===== src/rtl/chain_pkg.sv =====
package chain_pkg;
  localparam logic [4:0] CRC5_POLY = 5'h15;

  function automatic logic [4:0] crc5_msb(input logic [7:0] d);
    logic [4:0] c;
    logic       fb;
    c = '0;
    for (int b = 7; b >= 0; b--) begin
      fb = c[4] ^ d[b];
      c  = {c[3:0], 1'b0} ^ (fb ? CRC5_POLY : 5'h00);
    end
    return c;
  endfunction
endpackage


===== src/rtl/chain_spi_rx.sv =====
module chain_spi_rx #(
  parameter int unsigned N_DEV   = 3,
  parameter int unsigned CLK_DIV = 2,
  localparam int unsigned FW = N_DEV * 16,
  localparam int unsigned CW = $clog2(FW + 1),
  localparam int unsigned DW = (CLK_DIV > 1) ? $clog2(CLK_DIV) : 1
) (
  input  logic          clk_i,
  input  logic          rst_ni,
  input  logic          start_i,
  input  logic          status_mode_i,
  input  logic          miso_i,
  output logic          sclk_o,
  output logic          cs_no,
  output logic          busy_o,
  output logic [FW-1:0] frame_o,
  output logic          frame_valid_o
);
  logic          xfer_q;
  logic [DW-1:0] div_q;
  logic [CW-1:0] left_q;
  logic          tick;

  assign tick   = (div_q == DW'(CLK_DIV - 1));
  assign busy_o = xfer_q;

  always_ff @(posedge clk_i or negedge rst_ni) begin
    if (!rst_ni) begin
      xfer_q        <= 1'b0;
      div_q         <= '0;
      left_q        <= '0;
      sclk_o        <= 1'b0;
      cs_no         <= 1'b1;
      frame_o       <= '0;
      frame_valid_o <= 1'b0;
    end else begin
      frame_valid_o <= 1'b0;
      if (!xfer_q) begin
        if (start_i) begin
          xfer_q <= 1'b1;
          cs_no  <= 1'b0;
          sclk_o <= 1'b0;
          div_q  <= '0;
          left_q <= status_mode_i ? CW'(FW) : CW'(FW / 2);
        end
      end else begin
        div_q <= tick ? '0 : div_q + 1'b1;
        if (tick) begin
          if (!sclk_o) begin
            sclk_o  <= 1'b1;
            frame_o <= {frame_o[FW-2:0], miso_i};
            left_q  <= left_q - 1'b1;
          end else begin
            sclk_o <= 1'b0;
            if (left_q == '0) begin
              xfer_q        <= 1'b0;
              cs_no         <= 1'b1;
              frame_valid_o <= 1'b1;
            end
          end
        end
      end
    end
  end
endmodule


===== src/rtl/chain_dev_check.sv =====
module chain_dev_check
  import chain_pkg::*;
(
  input  logic [7:0] in_byte_i,
  input  logic [7:0] st_byte_i,
  input  logic       status_mode_i,
  input  logic       ignore_uv_i,
  input  logic       fault_pin_i,
  output logic       crc_err_o,
  output logic       ovt_o,
  output logic       uv_alarm_o,
  output logic       uv_warn_o,
  output logic       fault_o,
  output logic       bad_o
);
  logic [4:0] crc;

  always_comb begin
    crc        = crc5_msb(in_byte_i);
    crc_err_o  = status_mode_i && (st_byte_i[7:3] != crc);
    ovt_o      = status_mode_i && st_byte_i[1];
    uv_alarm_o = status_mode_i && !ignore_uv_i && !st_byte_i[2];
    uv_warn_o  = status_mode_i && !ignore_uv_i && !st_byte_i[0];
    fault_o    = !ignore_uv_i && fault_pin_i;
    // warning alone does not block data
    bad_o      = crc_err_o | ovt_o | uv_alarm_o | fault_o;
  end
endmodule


===== src/rtl/chain_reader.sv =====
module chain_reader #(
  parameter int unsigned N_DEV        = 3,
  parameter int unsigned CLK_DIV      = 2,
  parameter bit          SHARED_FAULT = 1'b0,
  localparam int unsigned FPW = SHARED_FAULT ? 1 : N_DEV,
  localparam int unsigned FW  = N_DEV * 16
) (
  input  logic               clk_i,
  input  logic               rst_ni,
  input  logic               start_i,
  input  logic               status_mode_i,
  input  logic               ignore_uv_i,
  input  logic [FPW-1:0]     fault_i,
  output logic               spi_sclk_o,
  output logic               spi_cs_no,
  input  logic               spi_miso_i,
  output logic               busy_o,
  output logic               done_o,
  output logic [N_DEV*8-1:0] data_o,
  output logic [N_DEV-1:0]   valid_o,
  output logic [N_DEV-1:0]   crc_err_o,
  output logic [N_DEV-1:0]   ovt_o,
  output logic [N_DEV-1:0]   uv_alarm_o,
  output logic [N_DEV-1:0]   uv_warn_o,
  output logic [N_DEV-1:0]   fault_o
);
  logic          mode_q, ign_q;
  logic [FW-1:0] frame;
  logic          frame_valid;

  logic [N_DEV*8-1:0] dat_w;
  logic [N_DEV-1:0]   crc_w, ovt_w, uva_w, uvw_w, flt_w, bad_w;

  always_ff @(posedge clk_i or negedge rst_ni) begin
    if (!rst_ni) begin
      mode_q <= 1'b0;
      ign_q  <= 1'b0;
    end else if (start_i && !busy_o) begin
      mode_q <= status_mode_i;
      ign_q  <= ignore_uv_i;
    end
  end

  chain_spi_rx #(.N_DEV(N_DEV), .CLK_DIV(CLK_DIV)) u_rx (
    .clk_i         (clk_i),
    .rst_ni        (rst_ni),
    .start_i       (start_i),
    .status_mode_i (status_mode_i),
    .miso_i        (spi_miso_i),
    .sclk_o        (spi_sclk_o),
    .cs_no         (spi_cs_no),
    .busy_o        (busy_o),
    .frame_o       (frame),
    .frame_valid_o (frame_valid)
  );

  for (genvar d = 0; d < N_DEV; d++) begin : g_dev
    // first byte received ends up at the top of the frame
    localparam int unsigned IN_S = (2 * N_DEV - 1 - 2 * d) * 8;
    localparam int unsigned ST_S = (2 * N_DEV - 2 - 2 * d) * 8;
    localparam int unsigned IN_F = (N_DEV - 1 - d) * 8;
    localparam int unsigned FP   = SHARED_FAULT ? 0 : d;

    logic [7:0] in_b;
    assign in_b = mode_q ? frame[IN_S +: 8] : frame[IN_F +: 8];

    chain_dev_check u_chk (
      .in_byte_i     (in_b),
      .st_byte_i     (frame[ST_S +: 8]),
      .status_mode_i (mode_q),
      .ignore_uv_i   (ign_q),
      .fault_pin_i   (fault_i[FP]),
      .crc_err_o     (crc_w[d]),
      .ovt_o         (ovt_w[d]),
      .uv_alarm_o    (uva_w[d]),
      .uv_warn_o     (uvw_w[d]),
      .fault_o       (flt_w[d]),
      .bad_o         (bad_w[d])
    );

    assign dat_w[d*8 +: 8] = bad_w[d] ? 8'h00 : in_b;
  end

  always_ff @(posedge clk_i or negedge rst_ni) begin
    if (!rst_ni) begin
      done_o     <= 1'b0;
      data_o     <= '0;
      valid_o    <= '0;
      crc_err_o  <= '0;
      ovt_o      <= '0;
      uv_alarm_o <= '0;
      uv_warn_o  <= '0;
      fault_o    <= '0;
    end else begin
      done_o <= frame_valid;
      if (frame_valid) begin
        data_o     <= dat_w;
        valid_o    <= ~bad_w;
        crc_err_o  <= crc_w;
        ovt_o      <= ovt_w;
        uv_alarm_o <= uva_w;
        uv_warn_o  <= uvw_w;
        fault_o    <= flt_w;
      end
    end
  end
endmodule


===== config.mk =====
export PLATFORM = sky130hd
export DESIGN_NAME = chain_reader
export DESIGN_NICKNAME = d
export VERILOG_FILES = /design/src/rtl/chain_pkg.sv /design/src/rtl/chain_spi_rx.sv /design/src/rtl/chain_dev_check.sv /design/src/rtl/chain_reader.sv
export SDC_FILE = /design/constraint.sdc
export NUM_CORES = 1
export LEC_CHECK = 0
export BUFFER_PORTS_ARGS = -buffer_cell sky130_fd_sc_hd__buf_4
export CAP_MARGIN = 20
export CORE_ASPECT_RATIO = 1.1
export CORE_MARGIN = 4
export CORE_UTILIZATION = 60
export CTS_BUF_LIST = sky130_fd_sc_hd__clkbuf_8
export CTS_CLUSTER_SIZE = 14
export DETAILED_ROUTE_END_ITERATION = 7
export HOLD_SLACK_MARGIN = 0.06
export MAX_ROUTING_LAYER = met4
export PLACE_DENSITY = 0.81
export SYNTH_ARGS = -nofsm -noshare
export SYNTH_HDL_FRONTEND = slang
export SYNTH_SLANG_ARGS = --single-unit

===== constraint.sdc =====
create_clock -name clk_i -period 4.7 [get_ports clk_i]
set_clock_uncertainty 0.1 [all_clocks]
set_input_delay 0.705 -clock clk_i [delete_from_list [all_inputs] [get_ports clk_i]]
set_output_delay 0.705 -clock clk_i [all_outputs]
set_load 0.05 [all_outputs]

==> flow_summary_export.csv <==
group,metric,value,unit
critical_path,critPathBufInv,1,
synth,synthArstFlopShare,100,%
sta,fin_crit_sh,60.0,%
floorplanning,dieWidth,99.7,um
synth,ys_seq_area_share,47.0,%
critical_path,criticalPathCategory,"flop to flop",
floorplanning,die-area,10800,um2
floorplanning,fp.dieH,109,um
pwr,power_leakage,0.00308,uW
floorplanning,start_util,62.2,%
floorplanning,num_io_pins,55,
drt,drt_wl_total,12.3,mm
hold_path,hp-class,"input pin to asynchronous set/reset pin",
synth,synth_area_per_cell,9.53,um2
cts,numCtsBuffers,9,
sta,report.final.hold_viol_count,0,
sta,worst_pin_slew,0.813,ns
placed_design,dp_slack,1.90,ns
synth,syn_inst,582,
global_routing,antenna_found_initial,0,
cts,cts_setup_buffers,0,
drt,first_iter_violations,231,
critical_path,end_kind,"flop",
critical_path,cp_slowest_cell,"inv_2",
drt,drc,0,
critical_path,path_cells,"inv_2 -> mux2_2 -> xnor3_1 -> or3_1 -> a21oi_1 -> a21oi_2 -> o221a_1",
sta,tns,0,ns
drt,ant_nets,0,
layout,drive_gt1_share,15.1,%
synth,ys_dominant_reg_cell,"dfrtp_1",
drt,via_per_inst,5.78,
cts,clk_path_buf_depth,2,
critical_path,cp_top_family,"compound AO/OA/AOI/OAI gates",
synth,yosys_warnings,0,
sta,finalMaxSlewViolations,0,
synth,synth_cell_types,51,
cts,root_buffer,"clkbuf_8",
pwr,peakVddDrop,530,uV
sta,finalCriticalPeriod,2.82,ns
layout,area_delta_synth_final,11.7,%
synth,yosys_register_bits,104,
global_routing,gr-usage-all-layers,25.3,%
global_routing,overflow,0,
sta,setup_ws,1.88,ns
layout,num_antenna_cells,0,
cts,cts_hold_buf,0,
critical_path,cp.arrival,2.99,ns
placed_design,dp_hpwl,8.57,mm
sta,rsz0062_at_grt,"no",
global_routing,grt_pass1_vias,4253,
cts,cts_tree,"built",
run,drv_cap,0,
global_routing,grt_pass1_wl,21.2,mm
synth,yosys.area.top_type,"dfrtp_1",
cts,clk_pin_slew,0.09,ns
sta,max_slew_margin,45.8,%
synth,syn_nets,593,
sta,timing.fmax,354,MHz
drt,drtPass1Iterations,6,
critical_path,crit_required,4.87,ns
placed_design,gp_congestion,0.865,
cts,insertion_delay,0.37,ns
synth,netlist.area_leader.share,46.5,%
pwr,power_density,662,nW/um2
critical_path,start_kind,"flop",
critical_path,critPathMaxStageDelay,0.47,ns
layout,nets,621,
synth,yosys-top-cells-area,"dfrtp_1, nand2_1, xnor2_1, xnor3_1, mux2i_1",
critical_path,worstPathMaxFanout,27,
sta,setup_viol,0,
placed_design,io_buffer_count,54,
drt,vias,4216,
floorplanning,core,8920,um2
floorplanning,num_rows,36,
global_routing,grt_max_degree,66,
cts,cts_resized,0,
layout,n_fill_cell,687,
run_status,status,"finished, final reports clean",
drt,wl_per_cell,16.9,um
synth,synth_edf_count,0,
synth,syn_area,5550,um2
cts,clkSinkCount,104,
cts,h-tree-depth,3,
## through the flow
step           std cells  hold slack, ns  power [uW]  cell area (um2)  utilization, %
5_1_grt              729           0.377        4370             6190            69.4
2_1_floorplan        582           0.252        3010             5550               -
3_3_place_gp         713           0.369        3410             5970            67.0
6_report             729           0.314        4100             6190            69.4
3_5_place_dp         713           0.372        3490             5970            67.0
4_1_cts              729           0.339        4120             6190            69.4
## cells in the mapped netlist (7+ instances only)
cell type / count
a21oi_1: 8
a22oi_1: 12
a32oi_1: 8
buf_2: 7
clkbuf_1: 30
dfrtp_1: 103
inv_1: 15
mux2_2: 11
mux2i_1: 24
nand2_1: 150
nand3_1: 16
nor2_1: 20
nor3_1: 7
o21ai_0: 23
o21ai_1: 25
xnor2_1: 29
xnor3_1: 11
xor2_1: 24
## flip-flops by register name, summed over array words and instances (netlist names), 3 cells and up
name	flops
crc_err_o	3
data_o	24
fault_o	3
ovt_o	3
u_rx.frame_o	48
u_rx.left_q	6
uv_alarm_o	3
uv_warn_o	3
valid_o	3
## power breakdown
group / total [uW] / internal [uW] / switching (uW)
combinational: 2130 / 861 / 1270
sequential: 1360 / 1090 / 274
clock: 614 / 312 / 302
total: 4100 / 2260 / 1840
## metal layers
metal  vias to the layer above  share of wire [%]  global-route usage [%]
li1                       2006                  -                       -
met5                         -                  0                       -
met1                      2045                 42                    33.5
met4                         0                1.9                    7.90
met3                        23                5.9                    3.90
met2                       142                 50                    40.6
## final timing paths
kind                                              start                     endpoint  slack, ns  depth (start not counted)
max                                  mode_q$_DFFE_PN0P_     crc_err_o[0]$_DFFE_PN0P_       1.88                          7
min in group clk_i         u_rx.frame_o[32]$_DFFE_PN0P_     uv_warn_o[0]$_DFFE_PN0P_       0.38                          1
max in group asynchronous                        rst_ni       u_rx.cs_no$_DFFE_PN1P_       3.18                          2
min reg2reg                u_rx.frame_o[32]$_DFFE_PN0P_     uv_warn_o[0]$_DFFE_PN0P_       0.38                          1
max reg2reg                          mode_q$_DFFE_PN0P_     crc_err_o[0]$_DFFE_PN0P_       1.88                          7
min                                              rst_ni  u_rx.frame_o[2]$_DFFE_PN0P_       0.31                          1
## placed cells by master (no fill, tap or decap), types with 16 or more instances in the layout
master   instances
nand2_1        150
dfrtp_1        103
buf_4           60
xnor2_1         29
o21ai_1         25
xor2_1          24
mux2i_1         24
o21ai_0         23
nor2_1          19
inv_1           16
nand3_1         16
## kinds of logic (layout without fill, tap and decap cells)
group,Yosys count,count (layout),synth area share (%)
simple gates,216,216,16.2
compound gates,98,98,11.4
buf+inv,60,93,4.29
flops,104,104,47.0
xor+xnor,67,67,14.1
fa+ha+maj,2,2,0.451
mux,35,35,6.57
## layout make-up
| type | instances | area (um2) | area share [%] |
|---|---|---|---|
| multi-input combinational | 418 | 2710 | 43.8 |
| sequential | 104 | 2600 | 42.0 |
| timing repair buffer | 60 | 450 | 7.27 |
| tap | 114 | 143 | 2.30 |
| clock buffer | 10 | 138 | 2.22 |
| clock inverter | 6 | 83.8 | 1.35 |
| inverter | 17 | 63.8 | 1.03 |
Note: power is estimated with default switching activity, not from simulation.
